--- src/rtl/mc_pkg.sv ---
package mc_pkg;
    localparam int XLEN   = 32;
    localparam int NREG   = 32;
    localparam int RIDX_W = $clog2(NREG);
    localparam int OPC_W  = 6;

    localparam logic [OPC_W-1:0] OP_RTYPE = 6'h00;
    localparam logic [OPC_W-1:0] OP_LW    = 6'h23;
    localparam logic [OPC_W-1:0] OP_SW    = 6'h2B;
    localparam logic [OPC_W-1:0] OP_BEQ   = 6'h04;

    localparam logic [OPC_W-1:0] FN_ADD = 6'h20;
    localparam logic [OPC_W-1:0] FN_SUB = 6'h22;
    localparam logic [OPC_W-1:0] FN_AND = 6'h24;
    localparam logic [OPC_W-1:0] FN_OR  = 6'h25;
    localparam logic [OPC_W-1:0] FN_SLT = 6'h2A;

    typedef enum logic [2:0] {
        S_FETCH, S_DECODE, S_EXEC, S_MEMRD, S_MEMWR, S_RWB, S_LWB
    } state_e;

    typedef enum logic [2:0] {
        ALU_ADD, ALU_SUB, ALU_AND, ALU_OR, ALU_SLT
    } alu_op_e;

    typedef enum logic [1:0] {
        SRCB_REG, SRCB_FOUR, SRCB_IMM, SRCB_BROFF
    } srcb_e;

    typedef struct packed {
        logic    ir_we;
        logic    pc_we;
        logic    pc_from_aluout;
        logic    srca_pc;
        srcb_e   srcb;
        alu_op_e op;
        logic    aluout_we;
        logic    ab_we;
        logic    mdr_we;
        logic    rf_we;
        logic    rf_dst_rd;
        logic    rf_from_mdr;
        logic    mem_we;
        logic    addr_from_aluout;
    } ctrl_t;
endpackage

--- src/rtl/mc_alu.sv ---
module mc_alu
    import mc_pkg::*;
#(
    parameter int W = 32
) (
    input  logic [W-1:0] a,
    input  logic [W-1:0] b,
    input  alu_op_e      op,
    output logic [W-1:0] y,
    output logic         zero
);
    always_comb begin
        unique case (op)
            ALU_ADD: y = a + b;
            ALU_SUB: y = a - b;
            ALU_AND: y = a & b;
            ALU_OR:  y = a | b;
            ALU_SLT: y = {{(W-1){1'b0}}, ($signed(a) < $signed(b))};
            default: y = a + b;
        endcase
    end

    assign zero = (y == '0);
endmodule

--- src/rtl/mc_regfile.sv ---
module mc_regfile #(
    parameter int W  = 32,
    parameter int N  = 32,
    parameter int AW = $clog2(N)
) (
    input  logic          clk,
    input  logic          rst,
    input  logic [AW-1:0] ra_a,
    input  logic [AW-1:0] ra_b,
    input  logic [AW-1:0] wa,
    input  logic          we,
    input  logic [W-1:0]  wd,
    output logic [W-1:0]  rd_a,
    output logic [W-1:0]  rd_b
);
    logic [W-1:0] regs [N];

    generate
        for (genvar g = 0; g < N; g++) begin : g_ent
            if (g == 0) begin : g_zero
                assign regs[g] = '0;
            end else begin : g_flop
                always_ff @(posedge clk) begin
                    if (rst)
                        regs[g] <= '0;
                    else if (we && wa == AW'(g))
                        regs[g] <= wd;
                end
            end
        end
    endgenerate

    assign rd_a = regs[ra_a];
    assign rd_b = regs[ra_b];
endmodule

--- src/rtl/mc_ctrl.sv ---
module mc_ctrl
    import mc_pkg::*;
(
    input  logic             clk,
    input  logic             rst,
    input  logic [OPC_W-1:0] opcode,
    input  logic [OPC_W-1:0] funct,
    input  logic             alu_zero,
    output state_e           state,
    output ctrl_t            ctl
);
    state_e  nxt;
    logic    insn_ok;
    alu_op_e rop;

    // instruction recognition and function-code mapping
    always_comb begin
        rop     = ALU_ADD;
        insn_ok = 1'b0;
        case (opcode)
            OP_RTYPE: begin
                insn_ok = 1'b1;
                case (funct)
                    FN_ADD:  rop = ALU_ADD;
                    FN_SUB:  rop = ALU_SUB;
                    FN_AND:  rop = ALU_AND;
                    FN_OR:   rop = ALU_OR;
                    FN_SLT:  rop = ALU_SLT;
                    default: insn_ok = 1'b0;
                endcase
            end
            OP_LW, OP_SW, OP_BEQ: insn_ok = 1'b1;
            default:              insn_ok = 1'b0;
        endcase
    end

    // next-state logic
    always_comb begin
        nxt = S_FETCH;
        unique case (state)
            S_FETCH:  nxt = S_DECODE;
            S_DECODE: nxt = insn_ok ? S_EXEC : S_FETCH;
            S_EXEC: begin
                if (opcode == OP_LW)         nxt = S_MEMRD;
                else if (opcode == OP_SW)    nxt = S_MEMWR;
                else if (opcode == OP_RTYPE) nxt = S_RWB;
                else                         nxt = S_FETCH;
            end
            S_MEMRD:  nxt = S_LWB;
            S_MEMWR:  nxt = S_FETCH;
            S_RWB:    nxt = S_FETCH;
            S_LWB:    nxt = S_FETCH;
            default:  nxt = S_FETCH;
        endcase
    end

    // state register
    always_ff @(posedge clk) begin
        if (rst) state <= S_FETCH;
        else     state <= nxt;
    end

    // per-state control outputs
    always_comb begin
        ctl      = '0;
        ctl.srcb = SRCB_REG;
        ctl.op   = ALU_ADD;
        unique case (state)
            S_FETCH: begin
                ctl.ir_we   = 1'b1;
                ctl.pc_we   = 1'b1;
                ctl.srca_pc = 1'b1;
                ctl.srcb    = SRCB_FOUR;
            end
            S_DECODE: begin
                ctl.ab_we     = 1'b1;
                ctl.aluout_we = 1'b1;
                ctl.srca_pc   = 1'b1;
                ctl.srcb      = SRCB_BROFF;
            end
            S_EXEC: begin
                if (opcode == OP_BEQ) begin
                    ctl.op             = ALU_SUB;
                    ctl.pc_from_aluout = 1'b1;
                    ctl.pc_we          = alu_zero;
                end else if (opcode == OP_LW || opcode == OP_SW) begin
                    ctl.srcb      = SRCB_IMM;
                    ctl.aluout_we = 1'b1;
                end else begin
                    ctl.op        = rop;
                    ctl.aluout_we = 1'b1;
                end
            end
            S_MEMRD: begin
                ctl.addr_from_aluout = 1'b1;
                ctl.mdr_we           = 1'b1;
            end
            S_MEMWR: begin
                ctl.addr_from_aluout = 1'b1;
                ctl.mem_we           = 1'b1;
            end
            S_RWB: begin
                ctl.rf_we     = 1'b1;
                ctl.rf_dst_rd = 1'b1;
            end
            S_LWB: begin
                ctl.rf_we       = 1'b1;
                ctl.rf_from_mdr = 1'b1;
            end
            default: ctl = '0;
        endcase
    end

    AST_FETCH_TO_DECODE: assert property (@(posedge clk) disable iff (rst)
        (state == S_FETCH) |=> (state == S_DECODE));
    AST_BRANCH_ENDS: assert property (@(posedge clk) disable iff (rst)
        (state == S_EXEC && opcode == OP_BEQ) |=> (state == S_FETCH));
    AST_LOAD_WB_ORDER: assert property (@(posedge clk) disable iff (rst)
        (state == S_LWB) |-> ($past(state) == S_MEMRD));
endmodule

--- src/rtl/mc_core.sv ---
module mc_core
    import mc_pkg::*;
(
    input  logic            clk,
    input  logic            rst,
    output logic [XLEN-1:0] mem_addr,
    output logic [XLEN-1:0] mem_wdata,
    input  logic [XLEN-1:0] mem_rdata,
    output logic            mem_we
);
    logic [XLEN-1:0] pc_q, ir_q, a_q, b_q, aluout_q, mdr_q;
    logic [XLEN-1:0] imm_se, srca, srcb, alu_y, rf_a, rf_b, rf_wd;
    logic [RIDX_W-1:0] rf_wa;
    logic   alu_zero;
    state_e state;
    ctrl_t  ctl;

    assign imm_se = {{(XLEN-16){ir_q[15]}}, ir_q[15:0]};

    mc_ctrl u_ctrl (
        .clk      (clk),
        .rst      (rst),
        .opcode   (ir_q[31:26]),
        .funct    (ir_q[5:0]),
        .alu_zero (alu_zero),
        .state    (state),
        .ctl      (ctl)
    );

    always_comb begin
        srca = ctl.srca_pc ? pc_q : a_q;
        unique case (ctl.srcb)
            SRCB_REG:   srcb = b_q;
            SRCB_FOUR:  srcb = XLEN'(4);
            SRCB_IMM:   srcb = imm_se;
            SRCB_BROFF: srcb = {imm_se[XLEN-3:0], 2'b00};
            default:    srcb = b_q;
        endcase
    end

    mc_alu #(.W(XLEN)) u_alu (
        .a    (srca),
        .b    (srcb),
        .op   (ctl.op),
        .y    (alu_y),
        .zero (alu_zero)
    );

    assign rf_wa = ctl.rf_dst_rd ? ir_q[15:11] : ir_q[20:16];
    assign rf_wd = ctl.rf_from_mdr ? mdr_q : aluout_q;

    mc_regfile #(.W(XLEN), .N(NREG), .AW(RIDX_W)) u_rf (
        .clk  (clk),
        .rst  (rst),
        .ra_a (ir_q[25:21]),
        .ra_b (ir_q[20:16]),
        .wa   (rf_wa),
        .we   (ctl.rf_we),
        .wd   (rf_wd),
        .rd_a (rf_a),
        .rd_b (rf_b)
    );

    always_ff @(posedge clk) begin
        if (rst) begin
            pc_q     <= '0;
            ir_q     <= '0;
            a_q      <= '0;
            b_q      <= '0;
            aluout_q <= '0;
            mdr_q    <= '0;
        end else begin
            if (ctl.pc_we)     pc_q     <= ctl.pc_from_aluout ? aluout_q : alu_y;
            if (ctl.ir_we)     ir_q     <= mem_rdata;
            if (ctl.ab_we)     a_q      <= rf_a;
            if (ctl.ab_we)     b_q      <= rf_b;
            if (ctl.aluout_we) aluout_q <= alu_y;
            if (ctl.mdr_we)    mdr_q    <= mem_rdata;
        end
    end

    assign mem_addr  = ctl.addr_from_aluout ? aluout_q : pc_q;
    assign mem_wdata = b_q;
    assign mem_we    = ctl.mem_we;

    AST_PC_PLUS_FOUR: assert property (@(posedge clk) disable iff (rst)
        (state == S_FETCH) |=> (pc_q == $past(pc_q) + XLEN'(4)));
    AST_PC_HOLD: assert property (@(posedge clk) disable iff (rst)
        (state inside {S_DECODE, S_MEMRD, S_MEMWR, S_RWB, S_LWB}) |=> $stable(pc_q));
    AST_WE_SINGLE: assert property (@(posedge clk) disable iff (rst)
        mem_we |=> !mem_we);
    AST_WE_AFTER_EXEC: assert property (@(posedge clk) disable iff (rst)
        mem_we |-> ($past(state) == S_EXEC));
    AST_R0_READS_ZERO: assert property (@(posedge clk) disable iff (rst)
        (state == S_DECODE && ir_q[25:21] == '0) |=> (a_q == '0));
endmodule

--- config.mk ---
export PLATFORM = sky130hd
export DESIGN_NAME = mc_core
export DESIGN_NICKNAME = d
export VERILOG_FILES = /design/src/rtl/mc_pkg.sv /design/src/rtl/mc_alu.sv /design/src/rtl/mc_regfile.sv /design/src/rtl/mc_ctrl.sv /design/src/rtl/mc_core.sv
export SDC_FILE = /design/constraint.sdc
export NUM_CORES = 2
export LEC_CHECK = 0
export BUFFER_PORTS_ARGS = -buffer_cell sky130_fd_sc_hd__buf_4
export CORE_UTILIZATION = 40
export CTS_CLUSTER_DIAMETER = 200
export CTS_CLUSTER_SIZE = 12
export DETAILED_ROUTE_END_ITERATION = 8
export GPL_TIMING_DRIVEN = 0
export HOLD_SLACK_MARGIN = 0.15
export PLACE_DENSITY = 0.68
export RECOVER_POWER = 50
export SLEW_MARGIN = 20
export SYNTH_ARGS = -nofsm -noshare
export SYNTH_HDL_FRONTEND = slang
export SYNTH_SLANG_ARGS = --single-unit
--- constraint.sdc ---
create_clock -name clk -period 5.05 [get_ports clk]
set_input_delay 0.505 -clock clk [delete_from_list [all_inputs] [get_ports clk]]
set_output_delay 0.505 -clock clk [all_outputs]
set_load 0.05 [all_outputs]
* Word-level counts from Yosys, hierarchy flattened
Index checks and enable logic that the tools add are counted.
Storage, ports and cells: output and inout port bits 65, bits of input ports 34, register bits 1187
Operators by class: multiplexer cells 42, reductions and logical operators 41, bitwise logic cells 4, equality and inequality tests 52, add/subtract/negate cells 2, magnitude comparators 3
Operators with widths (number):
- $bmux 32 s5 | 2
- $mux 32 | 8
- $pmux 32 s4 | 2
- $eq 5x5->1 const B | 16
- $eq 6x6->1 const B | 7
- $eq 5x4->1 const B | 8
- $add 32x32->32 | 1
- $and 32x32->32 | 1
- $logic_not 32->1 | 1
- $lt 32x32->1 | 1
- $or 32x32->32 | 1
- $sub 32x32->32 | 1
- $logic_and 1x1->1 | 31
- $pmux 3 s4 | 2
- $mux 3 | 7
- $eq 5x3->1 const B | 4
- $eq 3x2->1 const B | 4
- $eq 3x3->1 const B | 4
- $ge 6x6->1 const B | 2
- $mux 1 | 12
- $not 5->6 | 2
- $eq 5x2->1 const B | 2
- $mux 2 | 4
- $eq 3x1->1 const B | 2
- 14 further kinds | 19

* Depth between registers and ports, before layout
depth after elaboration 13, gate-level depth with buffers 26

* Hierarchy
A second synthesis with hierarchy kept.
Unflattened totals: cell total of the unflattened synthesis 8305, area, all modules 66039.6 sq um
Modules (own cells, without submodules):
- mc_regfile | sequential area each 19859.0 sq um, area an instance 51292.9 sq um, cells an instance 6580, times used 1
- mc_core | sequential area each 3843.7 sq um, area an instance 8812.2 sq um, cells an instance 834, times used 1
- mc_alu | sequential area each 0.0 sq um, area an instance 5521.5 sq um, cells an instance 835, times used 1
- mc_ctrl | sequential area each 60.1 sq um, area an instance 412.9 sq um, cells an instance 56, times used 1

* Worst setup path after synthesis
No wires, ideal clock.
path kind reg-to-reg, start point register ir_q[28], end point register pc_q[11], library setup time 0.134 ns, stages on the path, launching flop included 26, data arrival time 5.175 ns, required time 4.916 ns, clock period less this slack 5.308 ns, setup slack -0.258 ns, buffers on the path 4, cell sequence dfxtp_1 > clkbuf_1 > nor2_1 > and4_1 > nand2_1 > a21oi_1 > clkbuf_1 > clkbuf_1 > mux2i_1 > nor2_1 > ha_1 > inv_1 > fa_1 > nor2b_1 > o221ai_2 > a21oi_1 > o211ai_1 > a21oi_1 > o31a_1 > o32a_1 > o22a_1 > nor3b_1 > and4_4 > buf_6 > nor3_1 > a311oi_2
On the way: word-level cells in the longest chain between the ends 12, elaborated cells between the ends (all ways) 32
Ends and longest elaborated chain:
- from (decl) | line mc_core.sv:11 | logic [XLEN-1:0] pc_q, ir_q, a_q, b_q, aluout_q, mdr_q;
- from (signal assigned) | line mc_core.sv:74 | if (ctl.ir_we) ir_q <= mem_rdata;
- $eq 6x6->1 | line mc_ctrl.sv:86 | end else if (opcode == OP_LW || opcode == OP_SW) begin
- $logic_or 1x1->1 | line mc_ctrl.sv:86
- $mux 2 | line mc_ctrl.sv:86
- $mux 2 | line mc_ctrl.sv:82 | if (opcode == OP_BEQ) begin
- $pmux 2 s3 | line mc_ctrl.sv:68 | unique case (state)
- $eq 2x2->1 (tied with other cells) | line mc_core.sv:32 | unique case (ctl.srcb)
- $pmux 32 s4 | line mc_core.sv:32
- $add 32x32->32 (tied with other cells) | line mc_alu.sv:14, mc_alu.sv:19
- $pmux 32 s4 | line mc_alu.sv:13 | unique case (op)
- $logic_not 32->1 | line mc_alu.sv:23 | assign zero = (y == '0);
- $mux 2 | line mc_ctrl.sv:82
- $pmux 1 s2 | line mc_ctrl.sv:68
- to (signal assigned) | line mc_core.sv:73 | if (ctl.pc_we) pc_q <= ctl.pc_from_aluout ? aluout_q : alu_y;
- to (decl) | line mc_core.sv:11
Several ways; a longest one is shown, not always the timed one. A chain may end at the register's enable or synchronous reset.

* Worst setup path after layout
start point register ir_q[28], end point register pc_q[4]
Same word-level chain as after synthesis.

==> out/summary.txt <==
RSZ-0062 raised after global routing: true
Avg Synthesized Cell Area: 9.88 µm²
Tcrit/Tclk final: 1.07
GRT Overall Usage: 0.315
Cell count after synthesis: 6360
Core ar.: 156000 µm²
Crit-path max cell delay: 0.46 ns
Synth cell types: 93
Setup-failing EPs final: 32
Clk_skew: 0.0425 ns
Most frequent cell after synthesis: nor2_1
Compound-gate portion of the synthesized area: 0.188
Routed wire length: 257000 µm
Via density: 6.39
Slew Limit Fails: 0
First-pass GRT wire length: 365000 µm
Adder-Cell Fraction of Synth Area: 0.0198
Sequential power share: 0.459
WP data arrival: 6.02 ns
I/O pin total: 99
Max_cap viols: 0
CTS tree: done
DRC Markers: 0
Worst slew margin: 0.110
Overall power: 0.0208 W
Antenna violations before repair: 10
Mux contribution to synthesized area: 0.246
CTS H-tree depth: 3
Detail Placement HPWL: 207000 µm
Largest family of logic cells by synthesized area: multiplexers
Failing checks: setup timing
Main synth FF type: dfxtp_1
Max Root-Sink Buffers: 3
# port buffers: 97
Delay-heaviest family, CP: simple AND/OR/NAND/NOR gates
Worst path required time: 5.69 ns
Seq/Total Area, Yosys: 0.378
Fmax: 0.186 GHz
Net Sw Frac: 0.307
Yosys top cell area share: 0.378
WL/cell: 29.5 µm
Vias: 55700
Post-route ant nets: 0
Final Wtd Congestion: 0.999
Die Y-Extent: 398 µm
Die ar.: 159000 µm²
PwrDens: 294 nW/µm²
Synth Net Count: 6492
#FFs+latches synth: 1187
Ys async rst share: 0
Row Count: 145
Hold WC Path Type: in2reg
Minimum clock period: 5.38 ns
Int Pwr: 0.0144 W
Starting Density: 0.403
Worst VDD drop: 348 µV
CP max-delay cell: ha_1
Vias in the first global route: 53900
CP Capture Type: flop
Synth Cell Area: 62800 µm²
WS Path Type: reg2reg
Simple-gate share of the synthesized area: 0.116
Synth Warn #: 0
Die width: 398 µm
Slew at the pin closest to its max-slew limit: 1.33 ns
CTS Sinks: 1187
DR pass1 iterations: 6
1st-iter DRT viols: 7059
Synth Area in XOR/XNOR: 0.00251
Sw power: 0.00639 W
Share of layout cells above drive strength 1: 0.178
Largest area contributor in the netlist: dfxtp_1
Remaining global-route overflow: 0
CP Buf/Inv Count: 6
Clock Latency Late Sink: 0.74 ns
CTS clk-pin slew, worst paths: 0.07 ns
Leading cell types by count after synthesis: nor2_1, dfxtp_1, a211oi_1, clkbuf_1, mux4_2
FILL cells: 14800
Num CTS Buffers: 108
Pleak: 22.3 nW
Post-synth EDFFs: 0
Ranking of synthesized cells by area: dfxtp_1, mux4_2, a211oi_1
NumNets Final: 6780
Setup slack after layout: -0.333 ns
Part of the power in combinational logic: 0.180
CP Launch Type: flop
Clock power frac: 0.361
Worst-path fanout max: 10
Root Buffer: clkbuf_16
Fin. Hold Viols: 0
Largest net degree at the start of global routing: 16
Post-Place Worst Slack: -2.72 ns
Area growth syn-to-layout: 12.5%
Status: finished with violations
## sequential cells by signal, indices dropped and copies added (netlist names)
register	flops
u_rf.regs	992
a_q	32
aluout_q	32
ir_q	32
mdr_q	32
mem_wdata	32
pc_q	32
u_ctrl.state	3
## metrics by stage
stage / hold WS [ns] / cells / TNS (ns) / cell area, µm² / util
after floorplan: 0.436 / 6360 / 0 / 62800 / -
after global placement: 0.445 / 8515 / -107.90 / 66100 / 0.424
after detailed placement: 0.446 / 8515 / -107.91 / 66200 / 0.424
after CTS: 0.314 / 8701 / -9.14 / 70500 / 0.452
after global routing: 0.388 / 8713 / -13.62 / 70700 / 0.453
final: 0.339 / 8718 / -8.66 / 70700 / 0.453
## worst reg2reg max path: stages (launching register included)
cell,delay [ns]
dfxtp_4,0.36
nor2_4,0.11
and4_4,0.24
nand2_4,0.06
a21oi_4,0.16
buf_8,0.16
buf_4,0.14
inv_1,0.04
o22ai_1,0.15
nand2_1,0.08
o21a_1,0.17
ha_1,0.46
buf_2,0.31
nand4_1,0.24
buf_4,0.21
a211oi_1,0.35
nor3_1,0.15
nand2_1,0.10
nand3_1,0.10
o22ai_2,0.29
nand4_1,0.29
nor4_4,0.32
and4_4,0.39
buf_8,0.18
nor3_2,0.05
a311oi_2,0.20
## final timing paths
| kind | depth (start not counted) | to | slack [ns] | from |
|---|---|---|---|---|
| setup / recovery | 25 | pc_q[4]$_SDFFE_PP0P_ | -0.33 | ir_q[28]$_SDFFE_PP0P_ |
| hold / removal | 3 | pc_q[27]$_SDFFE_PP0P_ | 0.34 | rst |
| setup reg to reg | 25 | pc_q[4]$_SDFFE_PP0P_ | -0.33 | ir_q[28]$_SDFFE_PP0P_ |
| hold reg to reg | 2 | mdr_q[7]$_SDFFE_PP0N_ | 0.46 | mdr_q[7]$_SDFFE_PP0N_ |
## cells by family after synthesis
group / count (synthesis)
and+or+nand+nor: 1795
DFF: 1187
AOI/OAI and AO/OA: 1657
xor gates and xnor gates: 18
buffers and inverters: 794
adders and majority gates: 98
muxes: 811
## cell usage in the layout (no fill, tap or decap), drive strengths merged, types with 7 or more instances in the layout
master	instances
a211o	7
a211oi	1054
a21o	23
a21oi	257
a221oi	9
a22o	66
buf	207
clkbuf	739
dfxtp	1187
dlygate4sd3	32
ha	96
inv	106
mux2	129
mux2i	106
mux4	576
nand2	229
nand2b	39
nand3	22
nand4	21
nor2	1367
nor2b	14
nor3	33
nor3b	8
nor4	17
o211ai	18
o21a	16
o21ai	102
o22ai	9
o31ai	17
or2	8
or3	7
xnor2	18
## metal layers
metal	track usage	part of all wire	vias to the layer above
li1	-	-	24300
met1	0.396	0.38	27500
met2	0.515	0.46	3213
met3	0.0632	0.10	645
met4	0.156	0.054	6
met5	0	0.00012	-
## power groups by stage
| stage | logic, W | registers (W) | clock network (W) |
|---|---|---|---|
| finish | 0.00374 | 0.00953 | 0.00750 |
| global route | 0.00386 | 0.00953 | 0.00782 |
| CTS | 0.00356 | 0.00953 | 0.00747 |
| detailed placement | 0.00329 | 0.00974 | 0 |
| global placement | 0.00328 | 0.00973 | 0 |
| floorplan | 0.00207 | 0.00969 | 0 |
## final cells by class
cell class	count	area (µm²)	share of cell area
multi-input cells	4379	36800	0.520
flip-flops and latches	1187	23800	0.336
plain buffers	686	2880	0.0408
clock buffers	110	2730	0.0386
well taps	2058	2570	0.0364
repair buffers	182	1420	0.0201
inverters	104	390	0.00552
clock inverters	6	108	0.00152
diodes	6	15.0	0.000212
## what timing repair did
item / in CTS / in global routing
endpoints found under the hold margin: 59 / 0
setup buffers: 36 / 9
gates resized for setup: 203 / 68
cloned: 5 / 1
pin swaps: 55 / 26
setup endpoints to repair: 59 / 34
hold buffers: 32 / 0
Power figures use the tool's default switching activity.
